### src/rtl/cfg_rx_pkg.sv
package cfg_rx_pkg;

  typedef enum logic [1:0] {
    ST_IDLE = 2'd0,
    ST_RECV = 2'd1,
    ST_ACK  = 2'd2
  } rx_state_t;

endpackage

### src/rtl/cfg_line_sync.sv
module cfg_line_sync #(
  parameter int STAGES = 2
) (
  input  logic clk,
  input  logic rst,
  input  logic line_i,
  output logic level_o,
  output logic rise_o,
  output logic fall_o
);

  logic [STAGES-1:0] chain;
  logic              prev;

  // Idle bus level is high, so reset to ones to avoid a false edge.
  always_ff @(posedge clk) begin
    if (rst) begin
      chain <= '1;
      prev  <= 1'b1;
    end else begin
      chain <= {chain[STAGES-2:0], line_i};
      prev  <= chain[STAGES-1];
    end
  end

  assign level_o = chain[STAGES-1];
  assign rise_o  = chain[STAGES-1] & ~prev;
  assign fall_o  = ~chain[STAGES-1] & prev;

endmodule

### src/rtl/cfg_frame_engine.sv
module cfg_frame_engine
  import cfg_rx_pkg::*;
#(
  parameter int              BYTE_W      = 8,
  parameter int              FRAME_BYTES = 10,
  parameter int              FIRST_REG   = 6,
  parameter int              NUM_REGS    = 4,
  parameter logic [BYTE_W-1:0] SLV_ADDR  = 8'hD2
) (
  input  logic                clk,
  input  logic                rst,
  input  logic                scl_lvl,
  input  logic                scl_rise,
  input  logic                scl_fall,
  input  logic                sda_lvl,
  input  logic                sda_rise,
  input  logic                sda_fall,
  output logic                sda_pull_o,
  output logic                wr_en_o,
  output logic [NUM_REGS-1:0] wr_sel_o,
  output logic [BYTE_W-1:0]   wr_data_o
);

  localparam int IDX_W = $clog2(FRAME_BYTES);
  localparam int CNT_W = $clog2(BYTE_W + 1);

  rx_state_t           state;
  logic [CNT_W-1:0]    bit_cnt;
  logic [IDX_W-1:0]    byte_idx;
  logic [BYTE_W-1:0]   shreg;

  logic                start_c;
  logic                stop_c;
  logic                byte_full;
  logic                take;
  logic                last_byte;
  logic                is_reg;
  logic [NUM_REGS-1:0] sel_c;

  assign start_c   = scl_lvl & sda_fall;
  assign stop_c    = scl_lvl & sda_rise;
  assign byte_full = (bit_cnt == CNT_W'(BYTE_W));
  assign last_byte = (byte_idx == IDX_W'(FRAME_BYTES - 1));
  assign take      = (byte_idx == '0) ? (shreg == SLV_ADDR) : 1'b1;

  // Decode the frame position to a register target.
  always_comb begin
    for (int i = 0; i < NUM_REGS; i++) begin
      sel_c[i] = (byte_idx == IDX_W'(FIRST_REG + i));
    end
  end
  assign is_reg = |sel_c;

  always_ff @(posedge clk) begin
    if (rst) begin
      state      <= ST_IDLE;
      bit_cnt    <= '0;
      byte_idx   <= '0;
      shreg      <= '0;
      sda_pull_o <= 1'b0;
      wr_en_o    <= 1'b0;
      wr_sel_o   <= '0;
      wr_data_o  <= '0;
    end else begin
      wr_en_o <= 1'b0;
      if (start_c) begin
        state      <= ST_RECV;
        bit_cnt    <= '0;
        byte_idx   <= '0;
        sda_pull_o <= 1'b0;
      end else if (stop_c) begin
        state      <= ST_IDLE;
        sda_pull_o <= 1'b0;
      end else begin
        case (state)
          ST_RECV: begin
            if (scl_rise && !byte_full) begin
              shreg   <= {shreg[BYTE_W-2:0], sda_lvl};
              bit_cnt <= bit_cnt + 1'b1;
            end else if (scl_fall && byte_full) begin
              if (take) begin
                sda_pull_o <= 1'b1;
                state      <= ST_ACK;
                if (is_reg) begin
                  wr_en_o   <= 1'b1;
                  wr_sel_o  <= sel_c;
                  wr_data_o <= shreg;
                end
              end else begin
                state <= ST_IDLE;
              end
            end
          end
          ST_ACK: begin
            if (scl_fall) begin
              sda_pull_o <= 1'b0;
              bit_cnt    <= '0;
              if (last_byte) begin
                state <= ST_IDLE;
              end else begin
                byte_idx <= byte_idx + 1'b1;
                state    <= ST_RECV;
              end
            end
          end
          default: state <= ST_IDLE;
        endcase
      end
    end
  end

endmodule

### src/rtl/cfg_reg_bank.sv
module cfg_reg_bank #(
  parameter int                         BYTE_W   = 8,
  parameter int                         NUM_REGS = 4,
  parameter logic [NUM_REGS*BYTE_W-1:0] DEFAULTS = 32'h137F4300,
  parameter logic [NUM_REGS*BYTE_W-1:0] WMASKS   = 32'h137F43FB
) (
  input  logic                       clk,
  input  logic                       rst,
  input  logic                       wr_en_i,
  input  logic [NUM_REGS-1:0]        wr_sel_i,
  input  logic [BYTE_W-1:0]          wr_data_i,
  output logic [NUM_REGS*BYTE_W-1:0] regs_o
);

  logic [BYTE_W-1:0] store [NUM_REGS];

  for (genvar g = 0; g < NUM_REGS; g++) begin : g_reg
    always_ff @(posedge clk) begin
      if (rst) begin
        store[g] <= DEFAULTS[g*BYTE_W +: BYTE_W];
      end else if (wr_en_i && wr_sel_i[g]) begin
        store[g] <= wr_data_i & WMASKS[g*BYTE_W +: BYTE_W];
      end
    end
    assign regs_o[g*BYTE_W +: BYTE_W] = store[g];
  end

endmodule

### src/rtl/cfg_serial_rx.sv
module cfg_serial_rx #(
  parameter int                         BYTE_W      = 8,
  parameter int                         NUM_REGS    = 4,
  parameter int                         FRAME_BYTES = 10,
  parameter int                         FIRST_REG   = 6,
  parameter int                         SYNC_STAGES = 2,
  parameter logic [BYTE_W-1:0]          SLV_ADDR    = 8'hD2,
  parameter logic [NUM_REGS*BYTE_W-1:0] DEFAULTS    = 32'h137F4300,
  parameter logic [NUM_REGS*BYTE_W-1:0] WMASKS      = 32'h137F43FB
) (
  input  logic                       clk,
  input  logic                       rst,
  input  logic                       scl_i,
  input  logic                       sda_i,
  output logic                       sda_pull_o,
  output logic [NUM_REGS*BYTE_W-1:0] cfg_o
);

  logic                scl_lvl, scl_rise, scl_fall;
  logic                sda_lvl, sda_rise, sda_fall;
  logic                wr_en;
  logic [NUM_REGS-1:0] wr_sel;
  logic [BYTE_W-1:0]   wr_data;

  cfg_line_sync #(.STAGES(SYNC_STAGES)) i_scl_sync (
    .clk(clk), .rst(rst), .line_i(scl_i),
    .level_o(scl_lvl), .rise_o(scl_rise), .fall_o(scl_fall)
  );

  cfg_line_sync #(.STAGES(SYNC_STAGES)) i_sda_sync (
    .clk(clk), .rst(rst), .line_i(sda_i),
    .level_o(sda_lvl), .rise_o(sda_rise), .fall_o(sda_fall)
  );

  cfg_frame_engine #(
    .BYTE_W(BYTE_W), .FRAME_BYTES(FRAME_BYTES), .FIRST_REG(FIRST_REG),
    .NUM_REGS(NUM_REGS), .SLV_ADDR(SLV_ADDR)
  ) i_engine (
    .clk(clk), .rst(rst),
    .scl_lvl(scl_lvl), .scl_rise(scl_rise), .scl_fall(scl_fall),
    .sda_lvl(sda_lvl), .sda_rise(sda_rise), .sda_fall(sda_fall),
    .sda_pull_o(sda_pull_o), .wr_en_o(wr_en), .wr_sel_o(wr_sel),
    .wr_data_o(wr_data)
  );

  cfg_reg_bank #(
    .BYTE_W(BYTE_W), .NUM_REGS(NUM_REGS), .DEFAULTS(DEFAULTS), .WMASKS(WMASKS)
  ) i_bank (
    .clk(clk), .rst(rst), .wr_en_i(wr_en), .wr_sel_i(wr_sel),
    .wr_data_i(wr_data), .regs_o(cfg_o)
  );

endmodule

### config.mk
export PLATFORM = sky130hd
export DESIGN_NAME = cfg_serial_rx
export DESIGN_NICKNAME = d
export VERILOG_FILES = /design/src/rtl/cfg_rx_pkg.sv /design/src/rtl/cfg_line_sync.sv /design/src/rtl/cfg_frame_engine.sv /design/src/rtl/cfg_reg_bank.sv /design/src/rtl/cfg_serial_rx.sv
export SDC_FILE = /design/constraint.sdc
export NUM_CORES = 1
export LEC_CHECK = 0
export BUFFER_PORTS_ARGS = -buffer_cell sky130_fd_sc_hd__buf_4
export CORE_ASPECT_RATIO = 0.5
export CORE_MARGIN = 3
export CORE_UTILIZATION = 56
export DETAILED_ROUTE_END_ITERATION = 10
export PLACE_DENSITY_LB_ADDON = 0.15
export SLEW_MARGIN = 5
export SYNTH_ARGS = -nofsm -noshare
export SYNTH_HDL_FRONTEND = slang
export SYNTH_SLANG_ARGS = --single-unit
### constraint.sdc
create_clock -name clk -period 2.6 [get_ports clk]
set_input_delay 0.52 -clock clk [delete_from_list [all_inputs] [get_ports clk]]
set_output_delay 0.52 -clock clk [all_outputs]
set_load 0.01 [all_outputs]
# Word-level counts from Yosys, hierarchy flattened
# Memory sizes are Yosys's and may differ from the RTL's.
# Index checks and enable logic that the tools add are counted.
word_totals:
  mem_count: 1
  ff_bits: 38
  ramBits: 32
  latch_bits: 0
  word_cells: 109
  romBits: 0
  inputBits: 4
memory_table:
  columns: ["memory", "words", "word_bits", "read_ports", "rd_clocked_by_memory_dff", "wr", "line_no", "source"]
  rows:
  - ["i_bank.store", 4, 8, 4, 0, 4, "cfg_reg_bank.sv:15", "logic [BYTE_W-1:0] store [NUM_REGS];"]
op_classes:
  n_addsub: 2
  order_cmp: 0
  n_reduce_logical: 20
  mul: 0
  n_eq_ne: 16
  div: 0
  n_bitwise: 21
  muxes: 36
  shift: 0
op_table:
  columns: ["operator", "count"]
  rows:
  - ["$mux 8", 4]
  - ["$mux 1", 23]
  - ["$eq 4x4->1 const B", 3]
  - ["$reduce_and 4->1", 3]
  - ["$not 1->1", 11]
  - ["$add 4x1->4 const B", 2]
  - ["$eq 4x3->1 const B", 2]
  - ["$eq 8x8->1 const B", 1]
  - ["$mux 2", 4]
  - ["$mux 4", 2]
  - ["$ne 2x1->1 const B", 4]
  - ["$ne 4x1->1 const B", 2]
  - ["$pmux 4 s2", 1]
  - ["$reduce_and 7->1", 1]
  - ["$reduce_or 7->1", 1]
  - ["$and 1x1->1", 6]
  - ["$logic_and 1x1->1", 6]
  - ["$reduce_and 3->1", 2]
  - ["$reduce_and 5->1", 1]
  - ["$logic_not 4->1", 1]
  - ["$ne 4x2->1 const B", 1]
  - ["$or 1x1->1", 4]
  - ["$pmux 2 s2", 1]
  - ["$reduce_or 4->1", 1]
  - ["other kinds (8)", 8]

# Logic depth before layout (Yosys ltp)
depth:
  ltp_word: 8
  depth_mapped: 7
  mapped_depth_nobuf: 6

# Cells and area by module
# From an unflattened synthesis, not the netlist that was laid out.
unflattened:
  hier_cells: 257
  area_unflattened_um2: 2760.1
by_module_without_submodules:
  columns: ["module", "area_each_um2", "seq_area_each_um2", "cells_per_inst", "n_inst"]
  rows:
  - ["cfg_frame_engine", 1601.5, 640.6, 180, 1]
  - ["cfg_reg_bank", 973.4, 600.6, 61, 1]
  - ["cfg_line_sync", 92.6, 60.1, 8, 2]

# Worst setup path after synthesis
# OpenSTA, ideal clock, no wires.
synth_path:
  kind: "register -> register"
  start: "register i_engine.state[1]"
  end: "register i_engine.shreg[1]"
  path_buffers: 1
  arrival_time_ns: 1.691
  path_stages_with_launch: 8
  setup_time_ns: 0.128
  setup_slack_ns: 0.781
  cell_sequence: "dfxtp_1 inv_1 ha_1 inv_2 or4b_2 buf_4 mux2i_1 nor2_1"
synth_between:
  elab_chain_len: 2
synth_rtl:
  columns: ["item", "line_no", "source"]
  rows:
  - ["start: declaration", "cfg_frame_engine.sv:27", "rx_state_t state;"]
  - ["start signal: assignment", "cfg_frame_engine.sv:56", "state <= ST_IDLE;"]
  - ["start signal: assignment", "cfg_frame_engine.sv:67", "state <= ST_RECV;"]
  - ["start signal: assignment", "cfg_frame_engine.sv:72", "state <= ST_IDLE;"]
  - ["$eq 2x1->1", "cfg_frame_engine.sv:75", "case (state)"]
  - ["$reduce_and 4->1 (no source line)", null, null]
  - ["end signal: assignment", "cfg_frame_engine.sv:78", "shreg <= {shreg[BYTE_W-2:0], sda_lvl};"]
  - ["end: declaration", "cfg_frame_engine.sv:30", "logic [BYTE_W-1:0] shreg;"]
# No other way between the ends.
# A chain may end at the register's enable or synchronous reset.

# Worst setup path after layout
layout_path:
  start: "register i_engine.state[1]"
  end: "register i_engine.shreg[2]"
# Same word-level chain as after synthesis.

==> reports/results.ini <==
[grt]
grt_pass1_vias=1759
grt_first_pass_wirelength_um=8060
grt_overflow=0
grt_max_degree=36
grt_antenna_before_repair=0
grtUsageTotal_pct=19.5

[synth]
ys_seq_area_share_pct=52.0
syn_inst=257
synth_compound_area_share_pct=13.0
synth-simple-area-share_pct=20.2
yosysTopAreaCellShare_pct=29.0
avgSynthCellArea_sq_um=10.2
muxShareOfSynthArea_pct=2.68
ys_ff_latch=58
synth_ff_type=dfxtp_1
synthTopCellsByCount=dfxtp_1, a21oi_1, edfxtp_1, or2_2
yosysMostFrequentCell=dfxtp_1
synth_cell_type_count=46
synth_edf_count=20
synth.cell_area_sq_um=2620
ys_warn_count=0
async_flop_share_pct=0
yosys-top-cells-area=dfxtp_1, edfxtp_1, or2_2
synth_top_family_by_area=simple AND/OR/NAND/NOR gates
synth-xor-area-share_pct=1.34
synthAdderAreaFrac_pct=3.82
synth_top_area_cell=dfxtp_1

[timing]
clock_skew_ps=6.43
hold_viol=0
tns_ps=0
rsz0062_at_grt=false
min_period_over_period_pct=77.8
clock.fmax_mhz=494
setup_viol=0
slew_headroom_pct=47.1
tightest_slew_ps=793
slew_viol_final=0
finalCriticalPeriod_ps=2020

[power]
power.switching_mw=0.381
p_comb_share_pct=3.3
clkPwrFrac_pct=40.2
p_int_mw=1.30
powerDensity_nw_per_um2=570
power.leakage_nw=1.13
sequentialPowerShare_pct=56.5
irDropWorstVdd_v=0.000356
netSwitchingFraction_pct=22.7

[drt]
drc=0
routed_via_density=5.53
drt_wl_total_um=4800
dr_total_vias=1885
dr.pass1.iters=4
routedWlPerCell_um=14.1
antenna_left=0
detail_route.iter0.violations=85

[clocking]
root_buffer=clkbuf_8
cts_inserted_buffers=9
cts_buffer_depth=2
htree_levels=3
holdBufCountCts=0
cts.sinks=58
tritoncts=built
clkLatencyLatePin_ps=330
cts_resized=0
cts_setup_buffers=0
path_clk_slew_ps=60

[min_path]
hp-class=input pin to flop
holdPathEnd=i_scl_sync.chain[0]$_SDFF_PP1_
hp-start=scl_i
min_path_cells=2

[floorplanning]
rows=16
die_w_um=103
die_h_um=54.4
io_pins=37
start_util_pct=62.6
die_area_sq_um=5580
core_sq_um=4180

[placed_design]
gp_congestion=0.942
portBuffers=24
dp_hpwl_um=3370
dp_cells=325

[cells_and_area]
drive_gt1_share_pct=23.0
final_cells=341
diodes=0
syn_to_final_growth_pct=12.6
finalNetCount=294
nFillCells=341

[setup_path]
r2r_slack_ps=580
path_buf_inv=2
path_max_fanout=8
r2r-start=i_engine.state[1]$_SDFFE_PP0P_
critical_path_class=flop to flop
cp-end-kind=flop
cp.required_ps=2810
slowest_stage=or4b_2
slowest_delay_ps=850
cp_data_arrival_time_ps=2240
cp_cell_sequence=inv_1 > ha_1 > inv_2 > or4b_2 > mux2i_1 > nor2_1
r2r_end=i_engine.shreg[2]$_SDFFE_PP0P_
cp-start-kind=flop
critical_path.top_delay_family=simple AND/OR/NAND/NOR gates
worstRegToRegCells=6

[status]
status=completed

[job]
cap_violations=0

sequential cells by signal, summed over array words and instances, names as in the netlist:
signal               flops
i_engine.byte_idx        4
i_engine.sda_pull_o      1
i_engine.wr_en_o         1
i_engine.state           2
i_scl_sync.chain         2
i_scl_sync.prev          1
i_sda_sync.chain         2
i_engine.wr_sel_o        4
i_engine.shreg           8
i_bank.store            20
i_engine.bit_cnt         4
i_sda_sync.prev          1
i_engine.wr_data_o       8
metal layers:
layer,share of wire (%),global-route usage (%)
met5,0,0
met4,1.1,8.06
met3,6.9,7.38
met2,43,30.9
met1,49,24.5
worst max path at each step:
| stage | endpoint | from | depth (start not counted) |
|---|---|---|---|
| 2_1_floorplan | i_engine.shreg[1]$_SDFFE_PP0P_ | i_engine.state[1]$_SDFFE_PP0P_ | 7 |
| 3_3_place_gp | i_engine.shreg[6]$_SDFFE_PP0P_ | i_engine.state[1]$_SDFFE_PP0P_ | 6 |
| 3_5_place_dp | i_engine.shreg[2]$_SDFFE_PP0P_ | i_engine.state[0]$_SDFFE_PP0P_ | 5 |
| 4_1_cts | i_engine.shreg[2]$_SDFFE_PP0P_ | i_engine.state[1]$_SDFFE_PP0P_ | 6 |
| 5_1_grt | i_engine.shreg[7]$_SDFFE_PP0P_ | i_engine.state[1]$_SDFFE_PP0P_ | 6 |
| 6_report | i_engine.shreg[2]$_SDFFE_PP0P_ | i_engine.state[1]$_SDFFE_PP0P_ | 6 |
cell usage in the layout (no fill, tap or decap), types with 3 or more instances in the layout:
| cell type | n |
|---|---|
| a21oi_1 | 20 |
| nand3b_1 | 3 |
| a221oi_1 | 3 |
| nand4_1 | 4 |
| buf_4 | 26 |
| nand2_1 | 7 |
| or4_1 | 3 |
| or2_2 | 20 |
| inv_1 | 11 |
| clkinv_2 | 3 |
| conb_1 | 12 |
| and3_1 | 7 |
| a21o_1 | 6 |
| nor2_1 | 15 |
| nand3_1 | 15 |
| xor2_1 | 3 |
| clkbuf_8 | 9 |
| o21ai_0 | 15 |
| edfxtp_1 | 20 |
| ha_1 | 8 |
| dfxtp_1 | 38 |
| mux2i_1 | 7 |
stage by stage:
step / hold slack (ps) / cell area [sq um] / power [mW] / setup WS (ps) / utilization (%)
floorplan: 389 / 2660 / 1.02 / 781 / -
global placement: 393 / 2790 / 1.02 / 698 / 66.6
detailed placement: 399 / 2790 / 1.02 / 614 / 66.6
CTS: 359 / 2950 / 1.70 / 584 / 70.5
global route: 360 / 2950 / 1.75 / 472 / 70.5
finish: 375 / 2950 / 1.68 / 576 / 70.5
cells by family (layout without fill, tap and decap cells):
group,after synthesis,after routing
compound gates,55,55
mux,7,7
xor+xnor,4,4
flops,58,58
other cells,1,12
buf+inv,35,54
fa+ha+maj,8,8
simple gates,89,89
power groups by stage:
stage | combinational [mW] | sequential (mW) | clock, mW
2_1_floorplan | 0.0487 | 0.969 | 0
3_3_place_gp | 0.0524 | 0.968 | 0
3_5_place_dp | 0.0542 | 0.968 | 0
4_1_cts | 0.0545 | 0.948 | 0.699
5_1_grt | 0.0602 | 0.949 | 0.741
6_report | 0.0551 | 0.949 | 0.676
cell type report:
| cell class | count | area, sq um | share of cell area [%] |
|---|---|---|---|
| Clock buffer | 10 | 128 | 4.33 |
| Tap cell | 54 | 67.6 | 2.29 |
| Inverter | 12 | 45.0 | 1.53 |
| Multi-Input combinational cell | 175 | 1120 | 37.9 |
| Clock inverter | 6 | 33.8 | 1.15 |
| Sequential cell | 58 | 1360 | 46.2 |
| Timing Repair Buffer | 26 | 195 | 6.62 |
Power figures use the tool's default switching activity.
